## src/rtl/meter_pwm_pkg.sv

```systemverilog
package meter_pwm_pkg;
    localparam int unsigned DUTY_W   = 8;
    localparam int unsigned UPD_BIT  = 4;
    localparam int unsigned EXTC_BIT = 3;
    localparam int unsigned EXTS_BIT = 2;
    localparam int unsigned PINS     = 4;

    typedef enum logic [1:0] {
        SEL_COS  = 2'd0,
        SEL_SIN  = 2'd1,
        SEL_CTRL = 2'd2,
        SEL_NONE = 2'd3
    } sel_e;

    typedef logic [DUTY_W-1:0] duty_t;

    typedef struct packed {
        logic       ext_cos;
        logic       ext_sin;
        logic [1:0] steer;
    } mode_t;

    typedef struct packed {
        duty_t cos;
        duty_t sin;
        mode_t mode;
    } set_t;
endpackage

```

## src/rtl/meter_pwm_cnt.sv

```systemverilog
module meter_pwm_cnt
    import meter_pwm_pkg::*;
(
    input  logic  clk,
    input  logic  rst_n,
    output duty_t cnt_o,
    output logic  wrap_o
);
    duty_t cnt_d, cnt_q;

    always_comb begin
        cnt_d  = cnt_q + duty_t'(1);
        wrap_o = &cnt_q;
    end

    always_ff @(posedge clk or negedge rst_n) begin
        if (!rst_n) cnt_q <= '0;
        else        cnt_q <= cnt_d;
    end

    assign cnt_o = cnt_q;

    // the wrap cycle is followed by count zero
    p_wrap_zero_r4: assert property (@(posedge clk) disable iff (!rst_n)
        wrap_o |=> (cnt_q == '0));
endmodule

```

## src/rtl/meter_pwm_stage.sv

```systemverilog
module meter_pwm_stage
    import meter_pwm_pkg::*;
(
    input  logic        clk,
    input  logic        rst_n,
    input  logic        wr_en,
    input  logic [1:0]  wr_sel,
    input  duty_t       wr_data,
    input  logic        wrap_i,
    output logic        load_o,
    output set_t        stg_o,
    output logic        busy_o
);
    typedef struct packed {
        set_t stg;
        logic upd;
    } st_t;

    st_t st_d, st_q;

    always_comb begin
        st_d   = st_q;
        load_o = st_q.upd & wrap_i;
        if (load_o) st_d.upd = 1'b0;
        if (wr_en && !st_q.upd) begin
            case (sel_e'(wr_sel))
                SEL_COS:  st_d.stg.cos = wr_data;
                SEL_SIN:  st_d.stg.sin = wr_data;
                SEL_CTRL: begin
                    st_d.stg.mode.ext_cos = wr_data[EXTC_BIT];
                    st_d.stg.mode.ext_sin = wr_data[EXTS_BIT];
                    st_d.stg.mode.steer   = wr_data[1:0];
                    st_d.upd              = wr_data[UPD_BIT];
                end
                default: ;
            endcase
        end
    end

    always_ff @(posedge clk or negedge rst_n) begin
        if (!rst_n) st_q <= '0;
        else        st_q <= st_d;
    end

    assign stg_o  = st_q.stg;
    assign busy_o = st_q.upd;

    // staging is frozen while an update is pending
    p_lock_r6: assert property (@(posedge clk) disable iff (!rst_n)
        (st_q.upd && wr_en) |=> $stable(st_q.stg));
    // the flag is gone after the wrap that consumed it
    p_flag_clear_r5: assert property (@(posedge clk) disable iff (!rst_n)
        (st_q.upd && wrap_i) |=> !st_q.upd);
endmodule

```

## src/rtl/meter_pwm_live.sv

```systemverilog
module meter_pwm_live
    import meter_pwm_pkg::*;
(
    input  logic            clk,
    input  logic            rst_n,
    input  logic            load_i,
    input  set_t            stg_i,
    input  duty_t           cnt_i,
    output logic [PINS-1:0] pin_o
);
    set_t live_d, live_q;
    logic cos_hi, sin_hi, sin_far;

    always_comb begin
        live_d = load_i ? stg_i : live_q;
        cos_hi = (cnt_i < live_q.cos) ||
                 (live_q.mode.ext_cos && (cnt_i == live_q.cos));
        sin_hi = (cnt_i < live_q.sin) ||
                 (live_q.mode.ext_sin && (cnt_i == live_q.sin));
        sin_far = live_q.mode.steer[1] ^ live_q.mode.steer[0];
        pin_o[0] = cos_hi & ~live_q.mode.steer[1];
        pin_o[1] = cos_hi &  live_q.mode.steer[1];
        pin_o[2] = sin_hi & ~sin_far;
        pin_o[3] = sin_hi &  sin_far;
    end

    always_ff @(posedge clk or negedge rst_n) begin
        if (!rst_n) live_q <= '0;
        else        live_q <= live_d;
    end

    // live settings move only on an update
    p_live_hold_r10: assert property (@(posedge clk) disable iff (!rst_n)
        !load_i |=> $stable(live_q));
    // an update copies the staging set
    p_live_copy_r4: assert property (@(posedge clk) disable iff (!rst_n)
        load_i |=> (live_q == $past(stg_i)));
endmodule

```

## src/rtl/meter_pwm_chan.sv

```systemverilog
module meter_pwm_chan
    import meter_pwm_pkg::*;
(
    input  logic            clk,
    input  logic            rst_n,
    input  logic            wr_en,
    input  logic [1:0]      wr_sel,
    input  logic [DUTY_W-1:0] wr_data,
    output logic            upd_busy_o,
    output logic [PINS-1:0] pin_o
);
    duty_t cnt;
    logic  wrap, load;
    set_t  stg;

    meter_pwm_cnt u_cnt (
        .clk    (clk),
        .rst_n  (rst_n),
        .cnt_o  (cnt),
        .wrap_o (wrap)
    );

    meter_pwm_stage u_stage (
        .clk     (clk),
        .rst_n   (rst_n),
        .wr_en   (wr_en),
        .wr_sel  (wr_sel),
        .wr_data (wr_data),
        .wrap_i  (wrap),
        .load_o  (load),
        .stg_o   (stg),
        .busy_o  (upd_busy_o)
    );

    meter_pwm_live u_live (
        .clk    (clk),
        .rst_n  (rst_n),
        .load_i (load),
        .stg_i  (stg),
        .cnt_i  (cnt),
        .pin_o  (pin_o)
    );

    // each coil drives at most one pin of its pair
    p_pair_excl_r9: assert property (@(posedge clk) disable iff (!rst_n)
        !(pin_o[0] && pin_o[1]) && !(pin_o[2] && pin_o[3]));
endmodule

```

## config.mk

```make
export PLATFORM = sky130hd
export DESIGN_NAME = meter_pwm_chan
export DESIGN_NICKNAME = d
export VERILOG_FILES = /design/src/rtl/meter_pwm_pkg.sv /design/src/rtl/meter_pwm_cnt.sv /design/src/rtl/meter_pwm_stage.sv /design/src/rtl/meter_pwm_live.sv /design/src/rtl/meter_pwm_chan.sv
export SDC_FILE = /design/constraint.sdc
export NUM_CORES = 1
export LEC_CHECK = 0
export ABC_CLOCK_PERIOD_IN_PS = 2300
export BUFFER_PORTS_ARGS = -buffer_cell sky130_fd_sc_hd__buf_2
export CAP_MARGIN = 20
export CORE_ASPECT_RATIO = 0.75
export CORE_MARGIN = 1.5
export CORE_UTILIZATION = 30
export DETAILED_ROUTE_END_ITERATION = 10
export GPL_ROUTABILITY_DRIVEN = 0
export PLACE_DENSITY = 0.55
export SYNTH_ARGS = -nofsm -noshare
export SYNTH_HDL_FRONTEND = slang
export SYNTH_SLANG_ARGS = --single-unit
```

## constraint.sdc

```tcl
create_clock -name clk -period 2.3 [get_ports clk]
set_clock_uncertainty 0.15 [all_clocks]
set_input_delay 0.23 -clock clk [delete_from_list [all_inputs] [get_ports clk]]
set_output_delay 0.23 -clock clk [all_outputs]
set_load 0.005 [all_outputs]
```

# Yosys cells after proc, flatten, opt, wreduce, memory -nomap -nowiden
# Cells that the tools add are included.
[op_classes]
addsub = 1
order_cmp = 2
n_eq_ne = 4
n_mux = 3
n_bitwise = 8
n_reduce_logical = 11
[op_table]
columns = ["op", "n"]
rows = [
  ["$eq A8 B8 Y1", 2],
  ["$lt A8 B8 Y1", 2],
  ["$add A8 B1 Y8 const B", 1],
  ["$reduce_and A8 Y1", 1],
  ["$reduce_and A2 Y1", 3],
  ["$and A1 B1 Y1", 5],
  ["$logic_and A1 B1 Y1", 3],
  ["$mux W1", 3],
  ["$eq A2 B1 Y1 const B", 1],
  ["$eq A2 B2 Y1 const B", 1],
  ["$logic_not A2 Y1", 1],
  ["$logic_or A1 B1 Y1", 2],
  ["$not A1 Y1", 2],
  ["$logic_not A1 Y1", 1],
  ["$xor A1 B1 Y1", 1],
]
[totals]
ff_bits = 49
inputBits = 13
output_inout_bits = 5
word_cells = 41

# Depth between registers and ports, before layout
[depth]
word_depth = 5
ltp_mapped = 6
ltp_nobuf = 6

# Modules after synthesis
# From an unflattened synthesis, not the netlist that was laid out.
[hier_totals]
cells_unflattened = 190
hier_area_um2 = 2303.5
[by_module_without_submodules]
columns = ["mod", "instances", "cells_per_inst", "area_per_inst_um2", "seq_area_each_um2"]
rows = [
  ["meter_pwm_live", 1, 118, 1144.8, 500.5],
  ["meter_pwm_stage", 1, 48, 829.5, 525.5],
  ["meter_pwm_cnt", 1, 24, 329.1, 200.2],
]

# Worst setup path after synthesis
# Ideal clock, no wire load.
[synth_path]
path_kind = "reg2out"
from = "register u_cnt.cnt_q[7] (netlist: u_cnt.cnt_o[7])"
to = "output port pin_o[1]"
arrival_ns = 1.302
required_time_ns = 1.920
path_slack_ns = 0.618
stages_incl_launch_ff = 6
path_buffers = 0
cell_sequence = "dfrtp_1 -> ha_1 -> nand4_1 -> nor3_1 -> a31oi_1 -> a21boi_0"
[synth_between]
elab_chain_len = 4
word_cells_on_any_way = 5
cone_classes = "order compare (1); eq/ne (1); bitwise (1); reduce/logical (2)"
[synth_rtl]
columns = ["element", "line_no", "rtl"]
rows = [
  ["start: declaration", "meter_pwm_cnt.sv:9", "duty_t cnt_d, cnt_q;"],
  ["start signal: assignment", "meter_pwm_cnt.sv:18", "else cnt_q <= cnt_d;"],
  ["branches (longest 2 deep; another with $lt A8 B8 Y1)", "-", ""],
  ["$logic_or A1 B1 Y1 (*)", "meter_pwm_live.sv:16", "cos_hi = (cnt_i < live_q.cos) ||"],
  ["$and A1 B1 Y1 (*)", "meter_pwm_live.sv:22", "pin_o[1] = cos_hi & live_q.mode.steer[1];"],
  ["end: declaration", "meter_pwm_chan.sv:10", "output logic [PINS-1:0] pin_o"],
]
# Mark *: on every way between the ends.

# Final worst setup path
[layout_path]
from = "register u_cnt.cnt_q[5] (netlist: u_cnt.cnt_o[5])"
to = "output port pin_o[1]"
# The elaborated chain is that of the path after synthesis.

==> flow_summary.toml <==
[outcome]
outcome = "completed"

[critical_path]
setup.worst_path.end = "pin_o[1]"
r2r_cells = 6
critical_path.startpoint = "u_cnt.cnt_o[5]$_DFF_PN0_"
worstPathRequired_ns = 1.92
arrival_ns = 1.83
worst-path-max-fanout = 4
endpoint_kind = "output port"
timing.rr.end = "u_live.live_q[6]$_DFFE_PN0P_"
worst_setup_path_start_kind = "register"
r2r_slack_ns = 0.37
worstSetupPathType = "reg2out"
r2r_start = "u_cnt.cnt_o[1]$_DFF_PN0_"

[job]
drv_cap = 0

[route]
routed_via_density = 4.56
drc_errors = 0
wl_per_cell_um = 15.0
drt_first_pass_iters = 4
ant_nets = 0
num_vias = 1396
routed_wl_um = 4600
drt_iter0_markers = 54

[sta]
period_needed_ns = 2.21
max_slew.worst_pin.slew_ns = 0.633
hold-worst-slack_ns = 0.0186
setup_viol_count_final = 0
slew_viol_final = 0
finalCritPeriodShare = 0.961
finalHoldViolCount = 0
slew_headroom = 0.578
fmax_mhz = 452

[cts]
clock_path_buffers = 2
h-tree-depth = 2
cts_tree = "done"
cts-root-buf = "clkbuf_8"
clk_latency_ns = 0.31
cts_buffers = 5
cts.reportedPaths.clkPinSlew_ns = 0.09
cts.sinks = 49

[pwr]
power_density_nw_per_um2 = 685
p_leak_nw = 1.33
max-vdd-ir-drop_mv = 0.317

[logic_synthesis]
synth_adder_area_share = 0.0892
synth_xor_area_frac = 0.0257
synthCells = 172
muxShareOfSynthArea = 0.220
syn-num-nets = 202
ys_seq_area_frac = 0.514
syn-cell-area_um2 = 2380
yosysWarnings = 0
synth_compound_area_frac = 0.0457
synthArstFlopShare = 1.00
synth.avg_cell_area_um2 = 13.9
synth_edf_count = 0
synth-main-ff-cell = "dfrtp_1"
synthSimpleGateAreaFrac = 0.0661
synth_seq_cells = 49
synth_cell_types = 26
synth_top_family_by_area = "multiplexers"

[global_route]
busiest_layer = "met1"
grtUsageMet1 = 0.177
grt_use_total = 0.120
use_met3 = 0.0390
grt_max_degree = 50
grt_pass1_vias = 1397
globalRouteMet2Util = 0.164
antenna_found_initial = 0
grt-ovfl-total = 0
grt_pass1_wl_um = 7510

[floorplan]
ioPinCount = 18
core_um2 = 7530
fp-row-count = 27
start_util = 0.316
die-area_um2 = 8490
die_width_um = 106
die_y_um = 80.2

[placement]
io_buffers = 17
hpwl_um = 3270

[layout]
final_nets = 234
regArea_um2 = 1230
n_antenna_cell = 0
syn2layout_area_growth_pct = 18.5
drive_gt1_frac = 0.454
final_common_cell = "dfrtp_1"
most-common-layout-cells = "46 x dfrtp_1, 20 x mux2_4, 20 x mux2_2, 17 x inv_1, 17 x buf_2"
finish.utilization = 0.375
num-fill-cells = 741
multi_input_area_um2 = 1130

[min_path]
hp-class = "in2reg"
[Yosys cell counts, drive strengths merged, types with 2 or more instances]
master	number	area share
dfrtp	49	0.51
mux2	40	0.22
ha	17	0.089
inv	17	0.027
nand3	9	0.021
a21oi	8	0.017
xor2	4	0.015
buf	3	0.012
nand2	3	0.0047
nand4	3	0.010
xnor2	3	0.011
a21boi	2	0.0063
a21o	2	0.0063
a31oi	2	0.0052
nor2	2	0.0063
nor3	2	0.0042
o2111ai	2	0.0074
[where the power goes]
group | switching [W] | internal, W | leakage [nW] | total [W]
Sequential | 0.0000970 | 0.00104 | 0.620 | 0.00114
Clock | 0.000287 | 0.000272 | 0.0542 | 0.000560
Combinational | 0.0000740 | 0.000162 | 0.654 | 0.000236
Total | 0.000458 | 0.00148 | 1.33 | 0.00193
[cell families (layout without fill, tap and decap cells)]
family                   after synthesis  in the layout
flip-flops                            49             49
multiplexers                          40             40
AND/OR/NAND/NOR                       22             22
buffers and inverters                 20             53
adder cells (fa/ha/maj)               17             17
AO/OA/AOI/OAI                         17             17
XOR/XNOR                               7              7
[how the worst min path moves through the flow]
stage	to	cells after the start	from	slack, ns
after floorplan	u_cnt.cnt_o[0]$_DFF_PN0_	0	rst_n	-0.22
after global placement	u_live.live_q[6]$_DFFE_PN0P_	2	rst_n	0.23
after detailed placement	u_stage.stg_o[14]$_DFFE_PN0P_	2	rst_n	0.23
after CTS	u_stage.stg_o[17]$_DFFE_PN0P_	2	wr_data[5]	0.007
after global routing	u_stage.stg_o[10]$_DFFE_PN0P_	2	wr_data[6]	0.02
final	u_stage.stg_o[17]$_DFFE_PN0P_	2	wr_data[5]	0.02
[flip-flops by register name (all words and copies together), names as in the netlist]
| signal | flops |
|---|---|
| u_live.live_q | 20 |
| u_cnt.cnt_o | 8 |
| u_stage.busy_o | 1 |
| u_stage.stg_o | 20 |
[layer usage]
layer	wire, um	up-vias
met3	169	4
met2	1860	21
li1	-	670
met5	0	-
met4	41	0
met1	2530	701
[what timing repair did]
item                                   CTS  global route
pin swaps                                0             6
hold buffers                             1             0
endpoints found under the hold margin   49             0
setup endpoints to repair                1             4
gates resized for setup                  1            13
buffers inserted                         0             5
[critical path, stage by stage (launching register included)]
cell	delay (ns)
dfrtp_2	0.44
ha_1	0.34
a21o_1	0.19
nand3_2	0.10
o2111ai_2	0.12
a21boi_1	0.20
buf_2	0.14
[layout make-up]
class / count / area share
Clock buffer: 7 / 0.0341
Clock inverter: 1 / 0.00177
Inverter: 17 / 0.0226
Multi-Input combinational cell: 103 / 0.401
Sequential cell: 49 / 0.436
Tap cell: 101 / 0.0447
Timing Repair Buffer: 28 / 0.0603
[stage by stage]
stage          power [W]  worst slack (ns)  instances   TNS, ns  cell area (um^2)
6_report         0.00193            0.0900        306         0              2820
5_1_grt          0.00205          -0.00880        306  -0.00880              2820
4_1_cts          0.00196            0.0249        301         0              2720
3_5_place_dp     0.00140             0.297        292         0              2610
3_3_place_gp     0.00139             0.298        292         0              2610
2_1_floorplan    0.00131             0.618        172         0              2380
Note: power is estimated with default switching activity, not from simulation.
